<file path="config.mk">
export PLATFORM = sky130hd
export DESIGN_NAME = keyed_wdt
export DESIGN_NICKNAME = d
export VERILOG_FILES = /design/src/rtl/keyed_wdt.sv
export SDC_FILE = /design/constraint.sdc
export NUM_CORES = 1
export LEC_CHECK = 0
export BUFFER_PORTS_ARGS = -buffer_cell sky130_fd_sc_hd__buf_2
export CAP_MARGIN = 20
export CORE_MARGIN = 1
export CORE_UTILIZATION = 30
export CTS_BUF_LIST = sky130_fd_sc_hd__clkbuf_16
export DETAILED_ROUTE_END_ITERATION = 10
export PLACE_DENSITY = 0.56
export SLEW_MARGIN = 30
export SYNTH_ARGS = -nofsm -noshare
export SYNTH_HDL_FRONTEND = slang
export SYNTH_SLANG_ARGS = --single-unit
</file>
<file path="constraint.sdc">
create_clock -name clk -period 6.4 [get_ports clk]
set_clock_uncertainty 0.05 [all_clocks]
set_input_delay 0.32 -clock clk [delete_from_list [all_inputs] [get_ports clk]]
set_output_delay 0.32 -clock clk [all_outputs]
set_load 0.02 [all_outputs]
</file>
<file path="src/rtl/keyed_wdt.sv">
module keyed_wdt #(
  parameter int ADDR_W    = 4,
  parameter int DIV_LOG2  = 0,
  parameter int RST_PULSE = 16,
  parameter int CNT_W     = 31
) (
  input  logic              clk,
  input  logic              por_n,
  input  logic              sys_rst_n,
  input  logic              tick,
  input  logic              wr_en,
  input  logic [ADDR_W-1:0] addr,
  input  logic [15:0]       wdata,
  output logic [15:0]       rdata,
  output logic              irq,
  output logic              rst_req
);
  localparam logic [ADDR_W-1:0] A_CTRL = ADDR_W'(0);
  localparam logic [ADDR_W-1:0] A_CLO  = ADDR_W'(1);
  localparam logic [ADDR_W-1:0] A_CHI  = ADDR_W'(2);
  localparam logic [ADDR_W-1:0] A_STAT = ADDR_W'(3);
  localparam int PW = $clog2(RST_PULSE + 1);

  typedef enum logic [1:0] {K_IDLE, K_UNL1, K_OPEN, K_RST1} key_t;

  key_t             key_q;
  logic             ctl_en, ctl_rst, ctl_flag;
  logic [7:0]       ctl_exp;
  logic [CNT_W-1:0] cnt_q, lim_m1;
  logic [PW-1:0]    pulse_q;
  logic             stat_wdt, stat_pwr;
  logic [2:0]       sel;
  logic [31:0]      cnt_x;

  wire arst_n  = por_n & sys_rst_n;
  wire ctl_wr  = wr_en && (addr == A_CTRL);
  wire stat_wr = wr_en && (addr == A_STAT);
  wire load    = ctl_wr && (key_q == K_OPEN);
  wire restart = ctl_wr && (key_q == K_RST1) && (wdata == 16'h5555);
  wire expire  = ctl_en && tick && (cnt_q == lim_m1);

  function automatic logic [CNT_W-1:0] lim_of(input logic [2:0] s);
    int e;
    e = (s == 3'd0) ? 14 : 23 + int'(s);
    return (CNT_W'(1) << (e - DIV_LOG2)) - CNT_W'(1);
  endfunction

  always_comb begin
    sel = 3'd7;
    for (int i = 0; i < 8; i++)
      if (ctl_exp[i]) sel = 3'(i);
  end

  assign lim_m1 = lim_of(sel);

  always_ff @(posedge clk or negedge arst_n) begin
    if (!arst_n) key_q <= K_IDLE;
    else if (ctl_wr) begin
      case (key_q)
        K_IDLE:  key_q <= (wdata == 16'h3333) ? K_UNL1 :
                          (wdata == 16'hAAAA) ? K_RST1 : K_IDLE;
        K_UNL1:  key_q <= (wdata == 16'hCCCC) ? K_OPEN : K_IDLE;
        default: key_q <= K_IDLE;
      endcase
    end
  end

  always_ff @(posedge clk or negedge arst_n) begin
    if (!arst_n) begin
      ctl_en  <= 1'b0;
      ctl_rst <= 1'b0;
      ctl_exp <= 8'h00;
    end else if (load) begin
      ctl_en  <= wdata[15];
      ctl_rst <= wdata[14];
      ctl_exp <= wdata[7:0];
    end
  end

  always_ff @(posedge clk or negedge arst_n) begin
    if (!arst_n) ctl_flag <= 1'b0;
    else ctl_flag <= (ctl_flag & ~(load & wdata[12])) | (expire & ~ctl_rst);
  end

  always_ff @(posedge clk or negedge arst_n) begin
    if (!arst_n) cnt_q <= '0;
    else if (!ctl_en) cnt_q <= '0;
    else if (restart || (load && wdata[7:0] != ctl_exp)) cnt_q <= '0;
    else if (tick) cnt_q <= expire ? '0 : cnt_q + CNT_W'(1);
  end

  always_ff @(posedge clk or negedge arst_n) begin
    if (!arst_n) pulse_q <= '0;
    else if (expire && ctl_rst && pulse_q == '0) pulse_q <= PW'(RST_PULSE);
    else if (pulse_q != '0) pulse_q <= pulse_q - PW'(1);
  end

  always_ff @(posedge clk or negedge por_n) begin
    if (!por_n) begin
      stat_wdt <= 1'b0;
      stat_pwr <= 1'b1;
    end else begin
      stat_wdt <= (stat_wdt & ~(stat_wr & wdata[3])) | (expire & ctl_rst);
      stat_pwr <= stat_pwr & ~(stat_wr & wdata[0]);
    end
  end

  assign cnt_x   = 32'(cnt_q);
  assign irq     = ctl_flag;
  assign rst_req = (pulse_q != '0);

  always_comb begin
    case (addr)
      A_CTRL:  rdata = {ctl_en, ctl_rst, 1'b0, ctl_flag, 4'h0, ctl_exp};
      A_CLO:   rdata = cnt_x[15:0];
      A_CHI:   rdata = cnt_x[31:16];
      A_STAT:  rdata = {12'h000, stat_wdt, 2'b00, stat_pwr};
      default: rdata = 16'h0000;
    endcase
  end
endmodule


</file>
==> results of run 1 <==
stage by stage:
stage / std cells / hold WS [ns] / power [mW]
2_1_floorplan: 539 / -0.0256 / 0.874
3_3_place_gp: 727 / 0.0636 / 1.02
3_5_place_dp: 727 / 0.0667 / 1.01
4_1_cts: 735 / 0.237 / 1.29
5_1_grt: 735 / 0.247 / 1.38
6_report: 735 / 0.208 / 1.29
layout make-up:
class	count	area, um^2	area share [%]
Multi-Input combinational cell	432	2880	59.6
Sequential cell	51	1280	26.4
Timing Repair Buffer	47	250	5.17
Tap cell	180	225	4.65
Clock buffer	5	125	2.58
Inverter	18	67.6	1.40
Clock inverter	2	12.5	0.258
timing repair:
action                                 CTS  global route
setup buffers                            0             0
resized for setup                        0             0
hold buffers                             1             0
endpoints found under the hold margin    2             0
path summary, 6_finish.rpt:
kind / to / slack [ns] / depth (start not counted)
max in group asynchronous: cnt_q[9] / 5.06 / 4
hold / removal: irq / 0.21 / 3
hold reg to reg: stat_pwr / 0.41 / 2
min in group clk: ctl_en / 0.24 / 2
setup / recovery: cnt_q[11] / 1.69 / 14
setup reg to reg: cnt_q[11] / 1.69 / 14
per-layer routing:
| metal | wire [um] | GRT usage (%) |
|---|---|---|
| met2 | 6330 | 31.2 |
| met1 | 6000 | 24.5 |
| met4 | 199 | 4.74 |
| met5 | 0 | 0 |
| met3 | 516 | 1.98 |
worst register-to-register path, cell delays in order (launching register included):
cell and delay [ns]:
dfrtp_1 0.48, nor2b_1 0.19, o21ai_2 0.39, and2_0 0.33
inv_1 0.14, ha_1 0.35, and2b_1 0.32, o21ai_2 0.12
or4_4 0.43, a211o_1 0.33, a2bb2o_2 0.26, nor4_4 0.21
nand4_2 0.52, a31oi_1 0.36, a21oi_1 0.09
kinds of logic after synthesis:
kind of cell               share of synthesized area (%)
muxes                                               6.29
and+or+nand+nor                                     31.3
adders and majority gates                           1.98
buffers and inverters                               5.92
xor gates and xnor gates                            4.76
AOI/OAI and AO/OA                                   20.9
DFF                                                 28.9
power groups by stage:
stage                     Sequential, mW  Clock [mW]  Combinational, mW
final                              0.373       0.268              0.646
after global routing               0.377       0.286              0.714
after CTS                          0.373       0.276              0.639
after detailed placement           0.379           0              0.635
after global placement             0.378           0              0.638
after floorplan                    0.358           0              0.516
Yosys cell counts (all sizes together) (9+ instances only):
cell type / n
nand2: 51
nor3: 13
inv: 17
o21ai: 25
buf: 10
nor2b: 10
mux2i: 12
nand3: 33
mux2: 10
and3: 15
clkbuf: 28
xor2: 17
dfrtp: 50
nor2: 56
a21oi: 36
nand4: 9
a31oi: 11
nor4: 17
flip-flops by register name, summed over array words and instances, names as in the netlist:
name / cells
ctl_exp: 8
key_q: 2
stat_pwr: 1
cnt_q: 31
irq: 1
stat_wdt: 1
pulse_q: 5
ctl_en: 1
ctl_rst: 1
==> flow_metrics.py, run 1 <==
metrics = {
    "status": {
        "run_status": "complete, no violations",
    },
    "layout": {
        "fill_cells": 1529,
        "nets": 587,
        "mostFrequentLayoutCell": "nor2_1",
        "layout_common_cells": "nor2_1, nand2_1, dfrtp_1, buf_2, a21oi_1",
        "drive_above_1_share_pct": 17.5,
        "area_growth_pct": 9.60,
        "design_area_mm2": 0.00484,
        "n_antenna_cell": 0,
        "final_util_pct": 34.3,
    },
    "placement": {
        "place_area_mm2": 0.00469,
        "post-dp-hpwl_um": 9680,
        "dp_slack_ns": 1.70,
        "portBuffers": 42,
        "gp_congestion": 0.920,
    },
    "synth": {
        "ys_top_cells_by_area": "dfrtp_1, nor2_1, nand2_1",
        "avgSynthCellArea_um2": 8.19,
        "synth_seq_area_share_pct": 28.9,
        "yosysUniqueCellTypes": 83,
        "ys_warn_count": 0,
        "synthCells": 539,
        "ys_seq_elements": 51,
        "mappedNetlistNets": 571,
        "synth.cell_area_mm2": 0.00442,
        "async_flop_share_pct": 100,
        "synth_top_area_share_pct": 28.3,
        "synth_flop_cell": "dfrtp_1",
        "synth-edff-count": 0,
        "synth_top_area_cell": "dfrtp_1",
    },
    "drt": {
        "drc": 0,
        "avgRoutedWirePerCell_um": 17.8,
        "vias": 4205,
        "drt_first_pass_iters": 4,
        "via_per_inst": 5.72,
        "postRouteAntennaNets": 0,
        "drt_iter0_markers": 248,
        "wl_um": 13100,
    },
    "clock_tree": {
        "cts_buffer_depth": 2,
        "cts_buffers": 5,
        "clock_sinks": 51,
        "clkSlewWorstSetupHoldPaths_ns": 0.07,
        "clkLatencyLatePin_ns": 0.30,
        "cts_tree": "done",
        "h-tree-depth": 2,
        "root_buffer": "clkbuf_16",
    },
    "power": {
        "swShare_pct": 44.9,
        "combPwrFrac_pct": 50.2,
        "power.switching_mw": 0.578,
        "ir_drop_mv": 0.123,
        "power.internal_mw": 0.709,
        "leakagePower_nw": 2.01,
        "clkPwrFrac_pct": 20.8,
        "pwr-share-seq_pct": 29.0,
        "powerDensity_mw_per_mm2": 266,
    },
    "grt": {
        "grt_start_max_net_pins": 50,
        "antenna_found_initial": 0,
        "gr-total-overflow": 0,
        "grt_pass1_wl_um": 21500,
        "grt_util_all_layers_pct": 18.3,
        "grt_pass1_vias": 3983,
    },
    "worst_setup_path": {
        "critPathKind": "flip-flop to flip-flop",
        "path_delay_family": "simple AND/OR/NAND/NOR gates",
        "crit_start": "ctl_exp[0]",
        "endpoint_kind": "flip-flop",
        "cp_max_fo": 20,
        "critPathBufInv": 1,
        "crit_slowest_cell": "nand4_2",
        "r2r_start": "ctl_exp[0]",
        "crit_arrival_ns": 4.83,
        "worstPathRequired_ns": 6.52,
        "cp-start-kind": "flip-flop",
        "cp_cell_sequence": "nor2b_1, o21ai_2, and2_0, inv_1, ha_1, and2b_1, o21ai_2, or4_4, a211o_1, a2bb2o_2, nor4_4, nand4_2, a31oi_1, a21oi_1",
        "cpMostUsedCell": "o21ai_2",
        "slowest_delay_ns": 0.52,
    },
    "die": {
        "die_h_um": 123,
        "core.rowCount": 43,
        "dieArea_mm2": 0.0152,
        "start_util_pct": 31.3,
        "ios": 43,
        "coreArea_mm2": 0.0141,
        "fp.dieW_um": 123,
    },
    "timing": {
        "fmax_ghz": 0.212,
        "slew_violations": 0,
        "max_slew_margin_pct": 39.7,
        "hold_viol_final": 0,
        "tightest_slew_ns": 0.902,
        "period_minus_slack_ns": 4.71,
        "final.setup.tns_ns": 0,
        "setup_slack_ns": 1.69,
        "setup_viol": 0,
        "rsz0062_at_grt": "false",
        "timing.final.crit_share_pct": 73.6,
    },
    "hold_path": {
        "min_path_type": "input port to asynchronous set/reset pin",
    },
    "job": {
        "cap_violations": 0,
    },
}
Note: power is estimated with default switching activity, not from simulation.
==> inputs of run 2 (changes only) <==
--- a/config.mk
+++ b/config.mk
@@ -11,7 +11,7 @@
 export CORE_UTILIZATION = 30
 export CTS_BUF_LIST = sky130_fd_sc_hd__clkbuf_16
 export DETAILED_ROUTE_END_ITERATION = 10
-export PLACE_DENSITY = 0.56
+export PLACE_DENSITY = 0.58
 export SLEW_MARGIN = 30
 export SYNTH_ARGS = -nofsm -noshare
 export SYNTH_HDL_FRONTEND = slang
==> constraint.sdc (replaced) <==
create_clock -name clk -period 3.8 [get_ports clk]
set_clock_uncertainty 0.05 [all_clocks]
set_input_delay 0.19 -clock clk [delete_from_list [all_inputs] [get_ports clk]]
set_output_delay 0.19 -clock clk [all_outputs]
set_load 0.02 [all_outputs]
==> flow_metrics.py, run 2 (synthesized netlist as in run 1, its figures left out) <==
metrics = {
    "worst_setup_path": {
        "endpoint_kind": "flip-flop",
        "crit_slowest_cell": "or4_4",
        "crit_arrival_ns": 3.77,
        "path_delay_family": "compound AO/OA/AOI/OAI gates",
        "worstPathRequired_ns": 3.90,
        "cp_max_fo": 10,
        "slowest_delay_ns": 0.50,
        "cp-start-kind": "flip-flop",
        "cp_cell_sequence": "nor2_2, o21ai_1, a211o_1, inv_2, ha_2, buf_6, a211oi_4, or4_4, a211o_1, a2111oi_4, nand4_1, buf_4, buf_4, clkbuf_16, nand2_1, a311oi_2",
        "critPathKind": "flip-flop to flip-flop",
        "critPathBufInv": 5,
    },
    "clock_tree": {
        "clock_sinks": 51,
        "cts_buffer_depth": 2,
        "cts_buffers": 5,
        "root_buffer": "clkbuf_16",
        "cts_tree": "done",
        "clkLatencyLatePin_ns": 0.29,
        "clkSlewWorstSetupHoldPaths_ns": 0.07,
        "h-tree-depth": 2,
    },
    "placement": {
        "portBuffers": 42,
        "post-dp-hpwl_um": 9830,
        "dp_slack_ns": -0.0218,
        "gp_congestion": 0.881,
    },
    "die": {
        "ios": 43,
        "core.rowCount": 43,
        "coreArea_mm2": 0.0141,
        "start_util_pct": 31.3,
        "fp.dieW_um": 123,
        "die_h_um": 123,
        "dieArea_mm2": 0.0152,
    },
    "power": {
        "powerDensity_mw_per_mm2": 463,
        "ir_drop_mv": 0.233,
        "leakagePower_nw": 2.24,
    },
    "timing": {
        "setup_slack_ns": 0.127,
        "hold_viol_final": 0,
        "timing.final.crit_share_pct": 96.6,
        "period_minus_slack_ns": 3.67,
        "holdWs_ns": 0.109,
        "fmax_ghz": 0.272,
        "max_slew_margin_pct": 42.9,
        "tightest_slew_ns": 0.854,
        "setup_viol": 0,
        "slew_violations": 0,
    },
    "drt": {
        "vias": 4416,
        "via_per_inst": 5.71,
        "wl_um": 13700,
        "postRouteAntennaNets": 0,
        "drt_first_pass_iters": 5,
        "drc": 0,
        "drt_iter0_markers": 258,
        "avgRoutedWirePerCell_um": 17.8,
    },
    "grt": {
        "grt_start_max_net_pins": 32,
        "grt_pass1_wl_um": 21800,
        "grt_pass1_vias": 4143,
        "grt_util_all_layers_pct": 18.2,
        "gr-total-overflow": 0,
        "antenna_found_initial": 0,
    },
    "layout": {
        "drive_above_1_share_pct": 26.8,
        "layout_common_cells": "nor2_1, nand2_1, dfrtp_1, buf_2",
        "top_regs": "cnt_q x31, ctl_exp x8, pulse_q x5",
        "top_register": "cnt_q",
        "nets": 624,
        "area_growth_pct": 20.4,
        "mostFrequentLayoutCell": "nor2_1",
        "n_antenna_cell": 0,
        "largest_reg_flops": 31,
    },
    "hold_path": {
        "min_path_type": "input port to flip-flop",
    },
    "job": {
        "cap_violations": 0,
    },
    "status": {
        "run_status": "complete, no violations",
    },
}
## run 2: cell types whose count changed in the layout (fill, tap and decap cells not counted), moves of 3 or more
cell	delta
buf_4	+31
dfrtp_2	+3
nor2_2	+4
nor2_1	-4
ha_1	-3
dfrtp_1	-3
## run 2: area by class of cell
cell class / instances / area [um^2]
Timing Repair Buffer: 84 / 594
Multi-Input combinational cell: 432 / 3010
Clock buffer: 5 / 125
Fill cell: 1454 / 8780
Inverter: 18 / 67.6
Sequential cell: 51 / 1280
Clock inverter: 3 / 11.3
Tap cell: 180 / 225
## run 2: timing repair
item / 4_1_cts / 5_1_grt
gates cloned: 0 / 2
hold buffers: 2 / 0
endpoints found under the hold margin: 20 / 0
setup endpoints to repair: 5 / 36
gates resized for setup: 2 / 29
setup buffers: 0 / 4
pin swaps: 0 / 6
## run 2: metrics by stage
stage	setup TNS, ns	instances	total power, mW	area, um^2	utilization, %
6_report	0	773	2.46	5320	37.7
5_1_grt	-0.178	773	2.62	5320	37.7
4_1_cts	0	767	2.33	5140	36.4
3_5_place_dp	-0.0218	757	1.89	4970	35.3
3_3_place_gp	0	757	1.87	4970	35.3
2_1_floorplan	0	539	1.50	4460	-
## run 2: final timing paths
kind | startpoint | to | slack, ns | depth (start not counted)
max | ctl_exp[3] | cnt_q[10] | 0.13 | 16
min | wdata[0] | stat_pwr | 0.11 | 2
max reg2reg | ctl_exp[3] | cnt_q[10] | 0.13 | 16
min reg2reg | stat_pwr | stat_pwr | 0.40 | 2
max in group asynchronous | por_n | cnt_q[27] | 2.38 | 4
min in group asynchronous | por_n | stat_wdt | 0.19 | 2
## run 2: metal layers
metal / vias up / wire length [um] / track usage (%)
li1: 2101 / - / -
met1: 2168 / 6260 / 24.4
met2: 126 / 6750 / 31.5
met3: 21 / 506 / 1.34
met4: 0 / 219 / 4.89
met5: - / 0 / 0
## run 2: report_power, final
part	leakage [nW]	switching [mW]	internal, mW	total (mW)
Sequential	0.692	0.0382	0.573	0.611
Combinational	1.48	0.838	0.581	1.42
Clock	0.0701	0.194	0.238	0.432
==> inputs of run 3 (changes only) <==
==> constraint.sdc (replaced) <==
create_clock -name clk -period 3.1 [get_ports clk]
set_clock_uncertainty 0.05 [all_clocks]
set_input_delay 0.155 -clock clk [delete_from_list [all_inputs] [get_ports clk]]
set_output_delay 0.155 -clock clk [all_outputs]
set_load 0.02 [all_outputs]
==> flow_metrics.py, run 3 (synthesized netlist as in run 1, its figures left out) <==
metrics = {
    "power": {
        "powerDensity_mw_per_mm2": 643,
        "leakagePower_nw": 2.71,
        "ir_drop_mv": 0.387,
    },
    "drt": {
        "drt_iter0_markers": 367,
        "drc": 0,
        "via_per_inst": 5.57,
        "avgRoutedWirePerCell_um": 18.3,
        "postRouteAntennaNets": 0,
        "drt_first_pass_iters": 4,
        "vias": 4736,
        "wl_um": 15500,
    },
    "clock_tree": {
        "cts_buffers": 5,
        "clkSlewWorstSetupHoldPaths_ns": 0.07,
        "cts_buffer_depth": 2,
        "cts_tree": "done",
        "h-tree-depth": 2,
        "clock_sinks": 51,
        "clkLatencyLatePin_ns": 0.30,
        "root_buffer": "clkbuf_16",
    },
    "worst_setup_path": {
        "endpoint": "cnt_q[11]",
        "cp_max_fo": 6,
        "endpoint_kind": "flip-flop",
        "critPathKind": "flip-flop to flip-flop",
        "reg2reg_slack_ns": -0.63,
        "reg2reg_depth": 19,
        "cp-start-kind": "flip-flop",
        "crit_start": "ctl_exp[0]",
        "r2r_start": "ctl_exp[0]",
        "crit_arrival_ns": 3.85,
        "rr_endpoint": "cnt_q[11]",
        "worstPathRequired_ns": 3.21,
    },
    "timing": {
        "final.setup.tns_ns": -20.47,
        "hold_viol_final": 0,
        "setup_slack_ns": -0.631,
        "fmax_ghz": 0.268,
        "max_slew_margin_pct": 38.5,
        "slew_violations": 0,
        "setup_viol": 36,
        "rsz0062_at_grt": "true",
        "timing.final.crit_share_pct": 120,
        "tightest_slew_ns": 0.920,
        "period_minus_slack_ns": 3.73,
    },
    "die": {
        "coreArea_mm2": 0.0141,
        "fp.dieW_um": 123,
        "start_util_pct": 31.3,
        "ios": 43,
        "dieArea_mm2": 0.0152,
        "die_h_um": 123,
        "core.rowCount": 43,
    },
    "status": {
        "failed_checks": "negative setup slack",
        "run_status": "finished, violations left",
    },
    "layout": {
        "nets": 702,
        "mostFrequentLayoutCell": "buf_4",
        "layout_common_cells": "buf_4, dfrtp_1, nand2_1, nor2_1, buf_2",
        "area_growth_pct": 43.2,
        "layout.cells.non_filler": 851,
        "largest_reg_flops": 31,
        "drive_above_1_share_pct": 41.3,
        "top_register": "cnt_q",
        "n_antenna_cell": 0,
        "top_regs": "cnt_q x31, ctl_exp x8, pulse_q x5",
    },
    "grt": {
        "grt_pass1_wl_um": 24700,
        "grt_start_max_net_pins": 35,
        "grt_util_all_layers_pct": 21.0,
        "grt_pass1_vias": 4762,
        "antenna_found_initial": 0,
        "gr-total-overflow": 0,
    },
    "placement": {
        "post-dp-hpwl_um": 10900,
        "dp_slack_ns": -0.659,
        "place_inst": 811,
        "gp_congestion": 0.823,
        "portBuffers": 42,
    },
    "hold_path": {
        "min_path_type": "input port to asynchronous set/reset pin",
    },
    "job": {
        "cap_violations": 0,
    },
}
## run 3: report_power, final
| group | total (mW) | internal (mW) | switching, mW |
|---|---|---|---|
| Combinational | 2.62 | 1.22 | 1.40 |
| Clock | 0.705 | 0.460 | 0.246 |
| Sequential | 0.741 | 0.702 | 0.0393 |
| Total | 4.07 | 2.38 | 1.69 |
## run 3: area by class of cell
class,count,area [um^2]
clock buffer,5,125
clock inverter,3,63.8
fill,1331,7770
inverter,18,70.1
multi-input combinational,432,3320
sequential,51,1280
tap,180,225
timing repair buffer,162,1230
## run 3: worst max-delay path, cell delays in order (launching register included)
cell and delay (ns):
dfrtp_2 0.43, nor2b_4 0.14, o21ai_4 0.14, and2_4 0.17, inv_4 0.06, ha_4 0.16
buf_4 0.14, buf_4 0.14, o21ai_4 0.07, o21ai_4 0.08, buf_4 0.16, o31ai_1 0.29
o211ai_1 0.27, a2bb2o_4 0.28, nor4_4 0.31, nand4_4 0.17, buf_12 0.17, buf_8 0.12
a31oi_1 0.15, a21oi_1 0.08
## run 3: worst min path at each step
stage                          from          to
after floorplan               por_n    stat_wdt
after global placement        por_n    stat_wdt
after detailed placement      por_n    stat_wdt
after CTS                 sys_rst_n  pulse_q[0]
after global routing       wdata[0]    stat_pwr
final                     sys_rst_n   cnt_q[15]
## run 3: what timing repair did
item / CTS / global route
buffers inserted: 13 / 16
cloned: 1 / 1
pin swaps: 16 / 25
resized for setup: 52 / 33
hold endpoints to repair: 2 / 0
setup endpoints to repair: 36 / 36
hold buffers: 1 / 0
## run 3: through the flow
| stage | utilization [%] | area, um^2 | hold WS (ns) | power, mW |
|---|---|---|---|---|
| finish | 44.9 | 6320 | 0.0172 | 4.07 |
| global route | 44.9 | 6320 | 0.0640 | 4.27 |
| CTS | 42.6 | 6010 | 0.0575 | 3.77 |
| detailed placement | 38.6 | 5440 | -0.0963 | 2.71 |
| global placement | 38.6 | 5440 | -0.0987 | 2.69 |
| floorplan | - | 4520 | -0.191 | 1.90 |
## run 3: per-layer routing
| metal | track usage (%) | part of all wire (%) | up-vias |
|---|---|---|---|
| met5 | 0 | 0 | - |
| met3 | 2.44 | 4.2 | 32 |
| met4 | 8.28 | 2.3 | 0 |
| met1 | 26.4 | 43 | 2291 |
| met2 | 36.7 | 50 | 156 |
| li1 | - | - | 2257 |
